[src/rtl/cdt_pkg.sv]
package cdt_pkg;

  typedef enum logic [1:0] {
    ST_IDLE,
    ST_SNP_WAIT,
    ST_WB_LINE,
    ST_SWEEP
  } cdt_state_e;

  typedef enum logic [1:0] {
    OP_SNOOP,
    OP_EVICT,
    OP_HOLD_SWEEP,
    OP_FLUSH
  } cdt_op_e;

  // Index of the lowest set bit; zero when the mask is empty.
  function automatic logic [3:0] lowest_dw(input logic [15:0] mask);
    logic [3:0] idx;
    idx = '0;
    for (int i = 15; i >= 0; i--) begin
      if (mask[i]) idx = 4'(i);
    end
    return idx;
  endfunction

  // True when the mask has at most the given bit set.
  function automatic logic only_bit_left(input logic [15:0] mask, input logic [3:0] idx);
    logic [15:0] rest;
    rest = mask & ~(16'd1 << idx);
    return (rest == 16'd0);
  endfunction

endpackage

[src/rtl/cdt_line_state.sv]
module cdt_line_state #(
  parameter int LINES  = 8,
  parameter int DWS    = 4,
  parameter int SLOT_W = $clog2(LINES),
  parameter int DW_W   = $clog2(DWS)
) (
  input  logic              clk,
  input  logic              rst_n,
  input  logic              cw_en,
  input  logic [SLOT_W-1:0] cw_slot,
  input  logic [DWS-1:0]    cw_mask,
  input  logic              fill_en,
  input  logic [SLOT_W-1:0] fill_slot,
  input  logic              inv_en,
  input  logic [SLOT_W-1:0] inv_slot,
  input  logic              inv_all,
  input  logic              clr_en,
  input  logic [SLOT_W-1:0] clr_slot,
  input  logic [DW_W-1:0]   clr_dw,
  input  logic [SLOT_W-1:0] rd_slot,
  output logic [DWS-1:0]    rd_mod,
  input  logic [SLOT_W-1:0] qry_slot,
  output logic              qry_valid,
  output logic [DWS-1:0]    qry_mod,
  output logic [LINES-1:0]  line_dirty,
  output logic              any_dirty
);

  logic [LINES-1:0] valid_q;
  logic [DWS-1:0]   mod_q [LINES];
  logic [DWS-1:0]   clr_bit;

  assign clr_bit = DWS'(1) << clr_dw;

  for (genvar g = 0; g < LINES; g++) begin : g_line
    logic           sel_cw, sel_fill, sel_inv, sel_clr;
    logic [DWS-1:0] mod_nx;

    assign sel_cw   = cw_en   && (cw_slot   == SLOT_W'(g));
    assign sel_fill = fill_en && (fill_slot == SLOT_W'(g));
    assign sel_inv  = inv_all || (inv_en && (inv_slot == SLOT_W'(g)));
    assign sel_clr  = clr_en  && (clr_slot  == SLOT_W'(g));

    always_comb begin
      mod_nx = mod_q[g];
      if (sel_clr) mod_nx = mod_nx & ~clr_bit;
      if (sel_cw && valid_q[g]) mod_nx = mod_nx | cw_mask;
    end

    always_ff @(posedge clk) begin
      if (!rst_n) begin
        valid_q[g] <= 1'b0;
        mod_q[g]   <= '0;
      end else if (sel_inv) begin
        valid_q[g] <= 1'b0;
        mod_q[g]   <= '0;
      end else if (sel_fill) begin
        valid_q[g] <= 1'b1;
        mod_q[g]   <= '0;
      end else begin
        mod_q[g]   <= mod_nx;
      end
    end

    assign line_dirty[g] = |mod_q[g];

    // modified flags only ever live on a valid line
    p_mod_needs_valid_r1: assert property (@(posedge clk) disable iff (!rst_n)
      line_dirty[g] |-> valid_q[g]);
  end

  assign any_dirty = |line_dirty;
  assign rd_mod    = mod_q[rd_slot];
  assign qry_valid = valid_q[qry_slot];
  assign qry_mod   = mod_q[qry_slot];

  // the sequencer only retires doublewords that are flagged
  p_clear_only_dirty_r2: assert property (@(posedge clk) disable iff (!rst_n)
    clr_en |-> mod_q[clr_slot][clr_dw]);

  // global invalidation only once nothing is left to write
  p_flush_after_clean_r9: assert property (@(posedge clk) disable iff (!rst_n)
    inv_all |-> !any_dirty);

endmodule

[src/rtl/cdt_hold_arb.sv]
module cdt_hold_arb (
  input  logic clk,
  input  logic rst_n,
  input  logic hold_req,
  input  logic fbg_mode,
  input  logic seq_idle,
  input  logic any_dirty,
  output logic hold_ack,
  output logic sweep_start
);

  logic grant_ok;
  logic hold_ack_d;

  // Grant once idle; in flush-before-grant mode also wait for a clean cache.
  assign grant_ok    = seq_idle && (!fbg_mode || !any_dirty);
  assign hold_ack_d  = hold_req && (hold_ack || grant_ok);
  assign sweep_start = hold_req && fbg_mode && any_dirty && !hold_ack && seq_idle;

  always_ff @(posedge clk) begin
    if (!rst_n) hold_ack <= 1'b0;
    else        hold_ack <= hold_ack_d;
  end

  // acknowledge only follows a request seen in the previous cycle
  p_ack_needs_req_r8: assert property (@(posedge clk) disable iff (!rst_n)
    hold_ack |-> $past(hold_req));

  // in flush-before-grant mode the grant finds no modified data
  p_fbg_clean_grant_r8: assert property (@(posedge clk) disable iff (!rst_n)
    $rose(hold_ack) |-> $past(!fbg_mode || !any_dirty));

endmodule

[src/rtl/cdt_wb_seq.sv]
module cdt_wb_seq
  import cdt_pkg::*;
#(
  parameter int LINES  = 8,
  parameter int DWS    = 4,
  parameter int SLOT_W = $clog2(LINES),
  parameter int DW_W   = $clog2(DWS)
) (
  input  logic              clk,
  input  logic              rst_n,
  input  logic              inq_strobe,
  input  logic              inq_inval,
  input  logic              inq_hit,
  input  logic [SLOT_W-1:0] inq_slot,
  input  logic              bmw_valid,
  input  logic              bmw_hit,
  input  logic [SLOT_W-1:0] bmw_slot,
  input  logic              evict_req,
  input  logic [SLOT_W-1:0] evict_slot,
  input  logic              flush_req,
  input  logic              hold_req,
  input  logic              sweep_start,
  input  logic [LINES-1:0]  line_dirty,
  input  logic [DWS-1:0]    rd_mod,
  input  logic              wr_ack,
  output logic              seq_idle,
  output logic [SLOT_W-1:0] cur_slot,
  output logic              inv_en,
  output logic [SLOT_W-1:0] inv_slot,
  output logic              inv_all,
  output logic              clr_en,
  output logic [DW_W-1:0]   clr_dw,
  output logic              wr_req,
  output logic [DW_W-1:0]   wr_dw,
  output logic              hit_mod,
  output logic              busy
);

  localparam logic [SLOT_W-1:0] LAST_SLOT = SLOT_W'(LINES - 1);

  cdt_state_e        state_q, state_d;
  cdt_op_e           op_q, op_d;
  logic              inval_q, inval_d;
  logic [SLOT_W-1:0] cur_d;
  logic              line_done;
  logic              op_is_sweep;

  assign wr_dw       = DW_W'(lowest_dw(16'(rd_mod)));
  assign line_done   = only_bit_left(16'(rd_mod), 4'(wr_dw));
  assign op_is_sweep = (op_q == OP_HOLD_SWEEP) || (op_q == OP_FLUSH);

  always_comb begin
    state_d  = state_q;
    op_d     = op_q;
    inval_d  = inval_q;
    cur_d    = cur_slot;
    inv_en   = 1'b0;
    inv_slot = cur_slot;
    inv_all  = 1'b0;
    clr_en   = 1'b0;
    wr_req   = 1'b0;
    unique case (state_q)
      ST_IDLE: begin
        if (inq_strobe && inq_hit) begin
          if (line_dirty[inq_slot]) begin
            state_d = ST_SNP_WAIT;
            op_d    = OP_SNOOP;
            inval_d = inq_inval;
            cur_d   = inq_slot;
          end else if (inq_inval) begin
            inv_en   = 1'b1;
            inv_slot = inq_slot;
          end
        end else if (bmw_valid && bmw_hit) begin
          inv_en   = 1'b1;
          inv_slot = bmw_slot;
        end else if (evict_req && !hold_req) begin
          if (line_dirty[evict_slot]) begin
            state_d = ST_WB_LINE;
            op_d    = OP_EVICT;
            inval_d = 1'b1;
            cur_d   = evict_slot;
          end else begin
            inv_en   = 1'b1;
            inv_slot = evict_slot;
          end
        end else if (flush_req && !hold_req) begin
          state_d = ST_SWEEP;
          op_d    = OP_FLUSH;
          inval_d = 1'b0;
          cur_d   = '0;
        end else if (sweep_start) begin
          state_d = ST_SWEEP;
          op_d    = OP_HOLD_SWEEP;
          inval_d = 1'b0;
          cur_d   = '0;
        end
      end
      ST_SNP_WAIT: begin
        if (!hold_req) state_d = ST_WB_LINE;
      end
      ST_WB_LINE: begin
        wr_req = 1'b1;
        if (wr_ack) begin
          clr_en = 1'b1;
          if (line_done) begin
            inv_en  = inval_q;
            state_d = op_is_sweep ? ST_SWEEP : ST_IDLE;
          end
        end
      end
      ST_SWEEP: begin
        if (line_dirty[cur_slot]) begin
          state_d = ST_WB_LINE;
        end else if (cur_slot == LAST_SLOT) begin
          inv_all = (op_q == OP_FLUSH);
          state_d = ST_IDLE;
        end else begin
          cur_d = cur_slot + 1'b1;
        end
      end
      default: state_d = ST_IDLE;
    endcase
  end

  always_ff @(posedge clk) begin
    if (!rst_n) begin
      state_q  <= ST_IDLE;
      op_q     <= OP_SNOOP;
      inval_q  <= 1'b0;
      cur_slot <= '0;
    end else begin
      state_q  <= state_d;
      op_q     <= op_d;
      inval_q  <= inval_d;
      cur_slot <= cur_d;
    end
  end

  assign clr_dw   = wr_dw;
  assign seq_idle = (state_q == ST_IDLE);
  assign busy     = !seq_idle;
  assign hit_mod  = (state_q == ST_SNP_WAIT) ||
                    ((state_q == ST_WB_LINE) && (op_q == OP_SNOOP));

  // hit-modified only ever starts from an inquiry on a modified line
  p_hitm_origin_r4: assert property (@(posedge clk) disable iff (!rst_n)
    $rose(hit_mod) |-> $past(inq_strobe && inq_hit && line_dirty[inq_slot]));

  // snoop writeback never overlaps a live hold request
  p_snoop_wb_after_release_r5: assert property (@(posedge clk) disable iff (!rst_n)
    (wr_req && hit_mod) |-> !hold_req);

  // a miss or a clean hit leaves the sequencer idle
  p_clean_inquiry_quiet_r3: assert property (@(posedge clk) disable iff (!rst_n)
    (seq_idle && inq_strobe && !(inq_hit && line_dirty[inq_slot])) |=> seq_idle);

  // a snooped bus-master write never starts a writeback
  p_bmw_no_wb_r7: assert property (@(posedge clk) disable iff (!rst_n)
    (seq_idle && !inq_strobe && bmw_valid && bmw_hit) |=> seq_idle);

endmodule

[src/rtl/cdt_snoop_ctrl.sv]
module cdt_snoop_ctrl #(
  parameter int LINES  = 8,
  parameter int DWS    = 4,
  parameter int SLOT_W = $clog2(LINES),
  parameter int DW_W   = $clog2(DWS)
) (
  input  logic              clk,
  input  logic              rst_n,
  input  logic              cw_valid,
  input  logic [SLOT_W-1:0] cw_slot,
  input  logic [DWS-1:0]    cw_mask,
  input  logic              fill_valid,
  input  logic [SLOT_W-1:0] fill_slot,
  input  logic              inq_strobe,
  input  logic              inq_inval,
  input  logic              inq_hit,
  input  logic [SLOT_W-1:0] inq_slot,
  input  logic              bmw_valid,
  input  logic              bmw_hit,
  input  logic [SLOT_W-1:0] bmw_slot,
  input  logic              evict_req,
  input  logic [SLOT_W-1:0] evict_slot,
  input  logic              flush_req,
  input  logic              fbg_mode,
  input  logic              hold_req,
  output logic              hold_ack,
  output logic              hit_mod,
  output logic              wr_req,
  output logic [SLOT_W-1:0] wr_slot,
  output logic [DW_W-1:0]   wr_dw,
  input  logic              wr_ack,
  output logic              busy,
  input  logic [SLOT_W-1:0] qry_slot,
  output logic              qry_valid,
  output logic [DWS-1:0]    qry_mod
);

  logic              seq_idle;
  logic              sweep_start;
  logic              any_dirty;
  logic [LINES-1:0]  line_dirty;
  logic [DWS-1:0]    rd_mod;
  logic [SLOT_W-1:0] cur_slot;
  logic              inv_en, inv_all, clr_en;
  logic [SLOT_W-1:0] inv_slot;
  logic [DW_W-1:0]   clr_dw;
  logic              core_wr_en, core_fill_en;

  // Core-side updates are only taken while no sequence runs.
  assign core_wr_en   = cw_valid   && seq_idle;
  assign core_fill_en = fill_valid && seq_idle;
  assign wr_slot      = cur_slot;

  cdt_line_state #(.LINES(LINES), .DWS(DWS), .SLOT_W(SLOT_W), .DW_W(DW_W)) u_state (
    .clk        (clk),
    .rst_n      (rst_n),
    .cw_en      (core_wr_en),
    .cw_slot    (cw_slot),
    .cw_mask    (cw_mask),
    .fill_en    (core_fill_en),
    .fill_slot  (fill_slot),
    .inv_en     (inv_en),
    .inv_slot   (inv_slot),
    .inv_all    (inv_all),
    .clr_en     (clr_en),
    .clr_slot   (cur_slot),
    .clr_dw     (clr_dw),
    .rd_slot    (cur_slot),
    .rd_mod     (rd_mod),
    .qry_slot   (qry_slot),
    .qry_valid  (qry_valid),
    .qry_mod    (qry_mod),
    .line_dirty (line_dirty),
    .any_dirty  (any_dirty)
  );

  cdt_hold_arb u_arb (
    .clk         (clk),
    .rst_n       (rst_n),
    .hold_req    (hold_req),
    .fbg_mode    (fbg_mode),
    .seq_idle    (seq_idle),
    .any_dirty   (any_dirty),
    .hold_ack    (hold_ack),
    .sweep_start (sweep_start)
  );

  cdt_wb_seq #(.LINES(LINES), .DWS(DWS), .SLOT_W(SLOT_W), .DW_W(DW_W)) u_seq (
    .clk         (clk),
    .rst_n       (rst_n),
    .inq_strobe  (inq_strobe),
    .inq_inval   (inq_inval),
    .inq_hit     (inq_hit),
    .inq_slot    (inq_slot),
    .bmw_valid   (bmw_valid),
    .bmw_hit     (bmw_hit),
    .bmw_slot    (bmw_slot),
    .evict_req   (evict_req),
    .evict_slot  (evict_slot),
    .flush_req   (flush_req),
    .hold_req    (hold_req),
    .sweep_start (sweep_start),
    .line_dirty  (line_dirty),
    .rd_mod      (rd_mod),
    .wr_ack      (wr_ack),
    .seq_idle    (seq_idle),
    .cur_slot    (cur_slot),
    .inv_en      (inv_en),
    .inv_slot    (inv_slot),
    .inv_all     (inv_all),
    .clr_en      (clr_en),
    .clr_dw      (clr_dw),
    .wr_req      (wr_req),
    .wr_dw       (wr_dw),
    .hit_mod     (hit_mod),
    .busy        (busy)
  );

  // the memory bus is never written while it is granted away
  p_no_write_under_grant_r8: assert property (@(posedge clk) disable iff (!rst_n)
    wr_req |-> !hold_ack);

  // core updates are blocked for the whole of a sequence
  p_core_blocked_when_busy_r11: assert property (@(posedge clk) disable iff (!rst_n)
    busy |-> !(core_wr_en || core_fill_en));

endmodule

[config.mk]
export PLATFORM = sky130hd
export DESIGN_NAME = cdt_snoop_ctrl
export DESIGN_NICKNAME = d
export VERILOG_FILES = /design/src/rtl/cdt_pkg.sv /design/src/rtl/cdt_line_state.sv /design/src/rtl/cdt_hold_arb.sv /design/src/rtl/cdt_wb_seq.sv /design/src/rtl/cdt_snoop_ctrl.sv
export SDC_FILE = /design/constraint.sdc
export NUM_CORES = 1
export LEC_CHECK = 0
export CAP_MARGIN = 10
export CORE_ASPECT_RATIO = 1.75
export CORE_MARGIN = 3
export CORE_UTILIZATION = 50
export CTS_CLUSTER_SIZE = 16
export DETAILED_ROUTE_END_ITERATION = 10
export DONT_BUFFER_PORTS = 1
export GPL_TIMING_DRIVEN = 0
export HOLD_SLACK_MARGIN = 0.05
export PLACE_DENSITY = 0.64
export SYNTH_ARGS = -nofsm -noshare
export SYNTH_HDL_FRONTEND = slang
export SYNTH_SLANG_ARGS = --single-unit
[constraint.sdc]
create_clock -name clk -period 3.6 [get_ports clk]
set_clock_uncertainty 0.05 [all_clocks]
set_input_delay 0.72 -clock clk [delete_from_list [all_inputs] [get_ports clk]]
set_output_delay 0.72 -clock clk [all_outputs]
set_load 0.02 [all_outputs]
Yosys cells after proc, flatten, opt, wreduce, memory -nomap -nowiden
Memory sizes are Yosys's and may differ from the RTL's. A register that Yosys moved wholly into a read port is not among the register bits. Index checks and enable logic that the tools add are counted.

Flip-flop bits (word level): 17. Bits in writable memories: 32. Input bits: 36. Output and inout bits: 14. Word-level logic and storage cells: 413. Memories kept: 1.

Memory list: u_state.mod_q (words 8, bits a word 4, read ports 10, clocked after Yosys merged registers in 1, write ports 8, RTL line cdt_line_state.sv:30) `logic [DWS-1:0] mod_q [LINES];`.

$add $sub $neg: 1. Magnitude comparators: 4. Equality and inequality tests: 46. Shift operators: 2. Multiplexer cells: 203. Bitwise logic cells: 44. Reductions and logical operators: 99.

Operator list (number): 4-bit 2-to-1 mux (40); 1-bit 2-to-1 mux (114); 3-bit 2-to-1 mux (18); 1-bit logical AND (53); 3-bit equality test (second input constant) (16); 2-bit 2-to-1 mux (24); 4-bit bitwise AND (8); 4-bit OR (8); 32-bit OR reduction (1); 4-bit OR reduction (8); 3-bit by 2-bit equality test with 1-bit output (second input constant) (8); 1-bit OR (24); 4-bit by 16-bit bitwise AND with 16-bit output (1); 16-bit zero test (1); 3-bit by 4-bit less-than comparator with 1-bit output (second input constant) (4); 16-bit NOT (1); 2-bit OR reduction (8); 1-bit by 2-bit << shifter with 16-bit output (first input constant) (1); 1-bit binary-select mux with 3-bit select (4); 3-bit by 1-bit equality test with 1-bit output (second input constant) (4); 3-bit zero test (4); 1-bit logical OR (12); 2-bit != test (second input constant) (5); 2-bit equality test (second input constant) (4); 21 further kinds (28).

Logic depth before layout (Yosys ltp)
Gate-level depths: netlist (run 1).

Depth in word-level cells: 19. Mapped depth: 9. Depth with buffers taken out: 8.

By module
Synthesis (run 1) repeated with hierarchy kept, for this count alone.

Cells, all modules: 431. Area total of the unflattened synthesis: 4156.5 µm².

By module, submodules not included: cdt_line_state (times used 1, cells an instance 253, area an instance 2791.4 µm², sequential area each 1121.1 µm²); cdt_wb_seq (times used 1, cells an instance 170, area an instance 1302.5 µm², sequential area each 160.2 µm²); cdt_hold_arb (times used 1, cells an instance 6, area an instance 50.0 µm², sequential area each 20.0 µm²); cdt_snoop_ctrl (times used 1, cells an instance 2, area an instance 12.5 µm², sequential area each 0.0 µm²).

Worst setup path before layout (run 1)
OpenSTA, ideal clock, no wires.

Kind: in2out. Start point: input port qry_slot[0]. End point: output port qry_mod[2]. Data arrival time: 2.125 ns. Required time: 2.830 ns. Slack: 0.705 ns. Cell stages on the path: 3. Buffers on the path: 1. Path through: clkbuf_1 -> mux4_1 -> mux2_2.

Cells in the longest elaborated chain, start to end: 1.

RTL lines: from (decl) (RTL line cdt_snoop_ctrl.sv:33) `input logic [SLOT_W-1:0] qry_slot,`; memory read 8 x 4 bit; to (decl) (RTL line cdt_snoop_ctrl.sv:35) `output logic [DWS-1:0] qry_mod`.

Every way passes these cells.

==> results of run 1 <==
[report_power, final]
group	internal, W	total [W]	leakage [nW]	switching, W
Combinational	0.000420	0.00116	1.04	0.000740
Sequential	0.000714	0.000823	0.491	0.000109
Clock	0.000260	0.000504	0.0702	0.000244
Total	0.00139	0.00249	1.60	0.00109
[path summary, 6_finish.rpt]
check / start / endpoint / slack, ns / cells past startpoint
setup / recovery: u_state.mod_q[1][0]$_SDFFCE_PN0P_ / u_state.mod_q[5][1]$_SDFFCE_PN0P_ / 0.21 / 8
hold / removal: u_seq.state_q[1]$_SDFFE_PN0P_ / u_seq.state_q[1]$_SDFFE_PN0P_ / 0.46 / 2
setup reg to reg: u_state.mod_q[1][0]$_SDFFCE_PN0P_ / u_state.mod_q[5][1]$_SDFFCE_PN0P_ / 0.21 / 8
hold reg to reg: u_seq.state_q[1]$_SDFFE_PN0P_ / u_seq.state_q[1]$_SDFFE_PN0P_ / 0.46 / 2
[what timing repair did]
| action | CTS | global route |
|---|---|---|
| setup buffers | 0 | 0 |
| hold buffers | 0 | 0 |
| resized for setup | 0 | 5 |
| setup endpoints to repair | 0 | 30 |
| endpoints found under the hold margin | 0 | 0 |
[stage by stage]
step	cell area, sq um	hold WS [ns]
6_report	4630	0.464
5_1_grt	4630	0.483
4_1_cts	4610	0.468
3_5_place_dp	4460	0.459
3_3_place_gp	4460	0.444
2_1_floorplan	4350	0.419
[sequential cells by signal (all words and copies together), names as in the netlist, named ones only]
signal,count
u_arb.hold_ack,1
u_seq.cur_slot,3
u_seq.inval_q,1
u_seq.op_q,2
u_seq.state_q,2
u_state.mod_q,32
u_state.valid_q,8
[cell type report]
type / count / share of cell area, %
inverter: 7 / 0.568
clock buffer: 5 / 2.70
sequential: 52 / 29.4
buffer: 22 / 2.00
clock inverter: 3 / 0.460
multi-input combinational: 390 / 62.4
tap: 90 / 2.43
[Yosys cell counts (all sizes together), types with 3 or more instances]
| cell type | instances | area [sq um] |
|---|---|---|
| nand2 | 61 | 229 |
| o21ai | 42 | 214 |
| edfxtp | 32 | 961 |
| a211oi | 26 | 230 |
| nor2 | 21 | 81.3 |
| dfxtp | 20 | 400 |
| mux4 | 20 | 454 |
| and3 | 19 | 139 |
| nand3 | 19 | 95.1 |
| clkbuf | 14 | 52.6 |
| a22oi | 12 | 90.1 |
| nor4 | 12 | 100 |
| nand2b | 11 | 68.8 |
| nor3 | 11 | 80.1 |
| ha | 10 | 125 |
| mux2i | 9 | 101 |
| nor2b | 9 | 56.3 |
| buf | 8 | 38.8 |
| a21oi | 7 | 38.8 |
| inv | 7 | 26.3 |
| o211ai | 6 | 45.0 |
| mux2 | 5 | 56.3 |
| a221oi | 4 | 47.6 |
| nand4 | 4 | 25.0 |
| or4 | 4 | 33.8 |
| a221o | 3 | 30.0 |
| a22o | 3 | 26.3 |
| a31oi | 3 | 18.8 |
| and2 | 3 | 18.8 |
| nor3b | 3 | 27.5 |
| o211a | 3 | 30.0 |
| or2 | 3 | 18.8 |
[layout by cell type, fill, tap and decap left out, types with 4 or more instances in the layout]
cell / instances
nor4_1: 6
a22oi_1: 12
mux2i_2: 4
a21oi_1: 6
nand2b_1: 11
nor2_1: 20
inv_1: 7
mux4_2: 19
mux2i_1: 5
nor3_1: 6
buf_1: 5
nor3_2: 5
o21ai_0: 40
dfxtp_1: 20
a211oi_2: 7
nand4_1: 4
clkbuf_16: 5
nor4_2: 6
nor2b_1: 9
and3_4: 4
nand3_1: 19
and3_1: 15
o211ai_1: 6
mux2_2: 5
a211oi_1: 19
clkbuf_1: 13
nand2_1: 61
conb_1: 32
edfxtp_1: 32
ha_1: 10
[per-layer routing]
| layer | vias up | GRT usage [%] | part of all wire (%) |
|---|---|---|---|
| li1 | 1772 | - | - |
| met5 | - | 0 | 0 |
| met4 | 0 | 22.8 | 8.3 |
| met3 | 79 | 6.99 | 8.5 |
| met1 | 1835 | 31.2 | 32 |
| met2 | 279 | 54.9 | 52 |
[worst min-delay path, delay by kind of cell (launching register included)]
kind / cells / cell delay (ns)
AND/OR/NAND/NOR: 1 / 0.06
flip-flops: 1 / 0.35
AO/OA/AOI/OAI: 1 / 0.06
[logic make-up after synthesis]
logic type | Yosys count | synth area share [%]
fa+ha+maj | 11 | 3.19
flops | 52 | 32.2
simple gates | 184 | 24.2
compound gates | 129 | 23.1
other cells | 1 | 0.0886
mux | 34 | 14.5
buf+inv | 29 | 2.78
==> results.cfg, run 1 <==
[synth]
synthDistinctLibCells = 71
synth_edf_count = 32
syn_area_sq_um = 4230
avgSynthCellArea_sq_um = 9.62
synth-seq-cells = 52
synth_ff_type = edfxtp_1
synthCells = 440
ys_warn_count = 0
ys_async_sr_fraction_pct = 0
yosysSeqAreaShare_pct = 32.2

[critical_path]
cp.required_ns = 3.58
crit_buf_inv = 0
startpoint_type = register
cp_slowest_stage_delay_ns = 0.60
crit_path_cell_trace = nor4_2 -> a22oi_1 -> a211o_1 -> nand3_1 -> a31oi_1 -> a221o_1 -> nor3_2 -> nor4_1
crit_path_end_kind = register
cp_top_family = simple AND/OR/NAND/NOR gates
path_class = reg -> reg
cp_max_fo = 5
crit_slowest_cell = nor4_2
arrival_ns = 3.37

[pwr]
power.total_w = 0.00249
ir_drop_mv = 0.372
p_leak_nw = 1.60
power_density_nw_per_um2 = 538

[final_layout]
n_antenna_cell = 0
area_growth_pct = 9.28
n_fill_cell = 750
fin_cells = 569
drive_above_1_share_pct = 16.5
fin_nets = 524
register_area_sq_um = 1360
multiInputGateArea_sq_um = 2890
final_util_pct = 57.3

[worst_hold_path]
hold_path_class = reg -> reg

[floorplanning]
die_x_microns = 75.6
fp.coreArea_sq_um = 8070
rows = 43
io-pin-count = 50
die_h_microns = 128
fp.dieArea_sq_um = 9650
start_util_pct = 52.4

[place]
dp_slack_ns = 0.0352
gp_congestion = 0.933
numPortBuffers = 0
dp_hpwl_microns = 11500
dp_cells = 561

[cts]
cts_sinks = 52
clkLatencyLatePin_ns = 0.31
ctsRootBufferMaster = clkbuf_16
clk_pin_slew_ns = 0.08
cts_made_buffers = 5
htreeDepth = 2
cts_buffer_depth = 2
cts_tree = yes

[grt]
antenna_found_initial = 0
grt.total_usage_pct = 31.5
grt_pass1_wl_microns = 22200
grt_max_degree = 18
grt_pass1_vias = 4104
overflow = 0

[sta]
finalSetupTns_ns = 0
period_needed_ns = 3.39
final-setup-viol-count = 0
postLayoutSetupSlackWorst_ns = 0.208
fmax_mhz = 295
slew_violations = 0
rsz0062_at_grt = no
slew_headroom_pct = 48.6
fin_crit_sh_pct = 94.2
hold_viol = 0
tightest_slew_ns = 0.771

[route]
routed_via_density = 6.97
vias = 3965
route.detailed.drc = 0
wl_per_cell_microns = 25.4
first_iter_violations = 269
first_pass_iters = 5
drt_wl_total_microns = 14500
ant_nets = 0

[status]
run_status = completed

[run]
maxCapViolCount = 0
Power figures use the tool's default switching activity.
==> run 2, diff against run 1 <==
--- a/config.mk
+++ b/config.mk
@@ -5,16 +5,19 @@
 export SDC_FILE = /design/constraint.sdc
 export NUM_CORES = 1
 export LEC_CHECK = 0
+export ABC_CLOCK_PERIOD_IN_PS = 3600
 export CAP_MARGIN = 10
 export CORE_ASPECT_RATIO = 1.75
 export CORE_MARGIN = 3
 export CORE_UTILIZATION = 50
+export CTS_BUF_LIST = sky130_fd_sc_hd__clkbuf_2
 export CTS_CLUSTER_SIZE = 16
 export DETAILED_ROUTE_END_ITERATION = 10
 export DONT_BUFFER_PORTS = 1
 export GPL_TIMING_DRIVEN = 0
 export HOLD_SLACK_MARGIN = 0.05
 export PLACE_DENSITY = 0.64
+export RECOVER_POWER = 25
 export SYNTH_ARGS = -nofsm -noshare
 export SYNTH_HDL_FRONTEND = slang
 export SYNTH_SLANG_ARGS = --single-unit
==> results.cfg, run 2 (synthesized netlist as in run 1, its figures left out) <==
[status]
run_status = completed

[sta]
final-setup-viol-count = 0
slew_violations = 0
tightest_slew_ns = 0.772
fmax_mhz = 295
period_needed_ns = 3.39
holdWs_ns = 0.248
postLayoutSetupSlackWorst_ns = 0.209
finalSetupTns_ns = 0
rsz0062_at_grt = no
hold_viol = 0
slew_headroom_pct = 48.5
fin_crit_sh_pct = 94.2

[critical_path]
cp.required_ns = 2.83
r2r-end = u_state.mod_q[6][1]$_SDFFCE_PN0P_
arrival_ns = 2.62
regToRegSetupSlack_ns = 0.23
cp_max_fo = 7
rr_startpoint = u_state.mod_q[5][2]$_SDFFCE_PN0P_
crit_path_cell_trace = clkbuf_1 -> mux4_2 -> mux2i_2 -> nand2_1 -> a21oi_1
crit_buf_inv = 1
startpoint_type = register
reg2reg_depth = 7
path_class = reg -> out
cp_top_family = multiplexers
crit_path_end_kind = primary output
crit_slowest_cell = a21oi_1
cp_slowest_stage_delay_ns = 0.59

[route]
routed_via_density = 7.00
ant_nets = 0
first_pass_iters = 5
dr_wl_met3_microns = 1200
route.met2.wl_microns = 7350
route.detailed.drc = 0
wl_per_cell_microns = 25.2
drt_wl_total_microns = 14300
vias = 3984
drt-met1-wl_microns = 4520
routed.top_layer = met4
first_iter_violations = 311

[final_layout]
fin_cells = 569
final_common_cell = nand2_1
n_antenna_cell = 0
largest_reg_flops = 32
fin_nets = 524
regMostFlops = u_state.mod_q
area_growth_pct = 6.92
top_regs = u_state.mod_q x32, u_state.valid_q x8, u_seq.cur_slot x3
n_fill_cell = 762
final_cell_mix = 61 x nand2_1, 40 x o21ai_0, 32 x edfxtp_1, 32 x conb_1
drive_above_1_share_pct = 16.5

[cts]
cts_sinks = 52
ctsRootBufferMaster = clkbuf_2
cts_setup_buffers = 0
cts_tree = yes
htreeDepth = 2
cts_made_buffers = 5
cts_buffer_depth = 2
clk_pin_slew_ns = 0.28
clkLatencyLatePin_ns = 0.51

[floorplanning]
start_util_pct = 52.4
io-pin-count = 50
die_x_microns = 75.6
die_h_microns = 128
fp.dieArea_sq_um = 9650
fp.coreArea_sq_um = 8070
rows = 43

[grt]
antenna_found_initial = 0
grt_pass1_vias = 4075
overflow = 0
grt_max_degree = 18
grt.total_usage_pct = 31.2
grt_pass1_wl_microns = 22000

[run]
maxCapViolCount = 0

[place]
dp_slack_ns = 0.0352
dp_hpwl_microns = 11500
numPortBuffers = 0
dp_cells = 561
gp_congestion = 0.933

[pwr]
internal_power_w = 0.00118
ir_drop_mv = 0.275
p_leak_nw = 1.56
power_density_nw_per_um2 = 497
pwr-share-comb_pct = 51.3
p_seq_share_pct = 36.6
power.total_w = 0.00225
p_sw_w = 0.00106
netSwitchingFraction_pct = 47.4
clkPwrFrac_pct = 12.1

[worst_hold_path]
hold_end = u_arb.hold_ack$_SDFF_PN0_
hold_path_depth = 2
hold_start = hold_req
hold_path_class = in -> reg
-- run 2: power by group through the flow --
stage,logic [W],clock network (W),registers [W]
3_3_place_gp,0.00111,0,0.000829
5_1_grt,0.00125,0.000292,0.000831
3_5_place_dp,0.00113,0,0.000832
2_1_floorplan,0.000865,0,0.000789
6_report,0.00115,0.000272,0.000824
4_1_cts,0.00114,0.000271,0.000819
-- run 2: area by class of cell --
class	count	area, sq um	area share (%)
plain buffers	22	92.6	2.05
clock buffers	5	25.0	0.553
clock inverters	3	21.3	0.470
inverters	7	26.3	0.581
multi-input cells	390	2890	63.8
flip-flops and latches	52	1360	30.1
well taps	90	113	2.49
-- run 2: stage by stage --
step	util [%]	instance area, sq um
2_1_floorplan	-	4350
3_3_place_gp	55.3	4460
3_5_place_dp	55.3	4460
4_1_cts	55.9	4510
5_1_grt	56.1	4530
6_report	56.1	4530
-- run 2: per-layer routing --
| layer | global-route usage [%] | up-vias |
|---|---|---|
| met3 | 7.14 | 84 |
| met2 | 54.3 | 255 |
| li1 | - | 1774 |
| met4 | 22.8 | 0 |
| met1 | 30.7 | 1871 |
| met5 | 0 | - |
-- run 2: worst reg2reg max path, cell delays in order (launching register included) --
cell and delay [ns]:
edfxtp_1 0.59, nor4_2 0.66, mux4_2 0.39, mux2i_2 0.13
nand2b_1 0.18, o21ai_0 0.46, clkbuf_1 0.55, nor4_1 0.15
-- run 2: worst max path at each step --
stage / endpoint / depth (start not counted) / slack [ns] / from
6_report: wr_dw[1] / 5 / 0.21 / register
3_5_place_dp: u_state.mod_q[5][1]$_SDFFCE_PN0P_ / 7 / 0.04 / u_state.mod_q[5][2]$_SDFFCE_PN0P_
5_1_grt: u_state.mod_q[5][1]$_SDFFCE_PN0P_ / 8 / 0.03 / u_state.mod_q[6][3]$_SDFFCE_PN0P_
3_3_place_gp: u_state.mod_q[5][1]$_SDFFCE_PN0P_ / 7 / 0.05 / u_state.mod_q[5][2]$_SDFFCE_PN0P_
4_1_cts: u_state.mod_q[6][2]$_SDFFCE_PN0P_ / 8 / 0.009 / u_seq.cur_slot[0]$_SDFFE_PN0P_
2_1_floorplan: qry_mod[2] / 3 / 0.70 / qry_slot[0]
-- run 2: what timing repair did --
item                       in CTS  in global routing
hold buffers                    0                  0
gates resized for setup         1                  4
setup endpoints to repair       1                 29
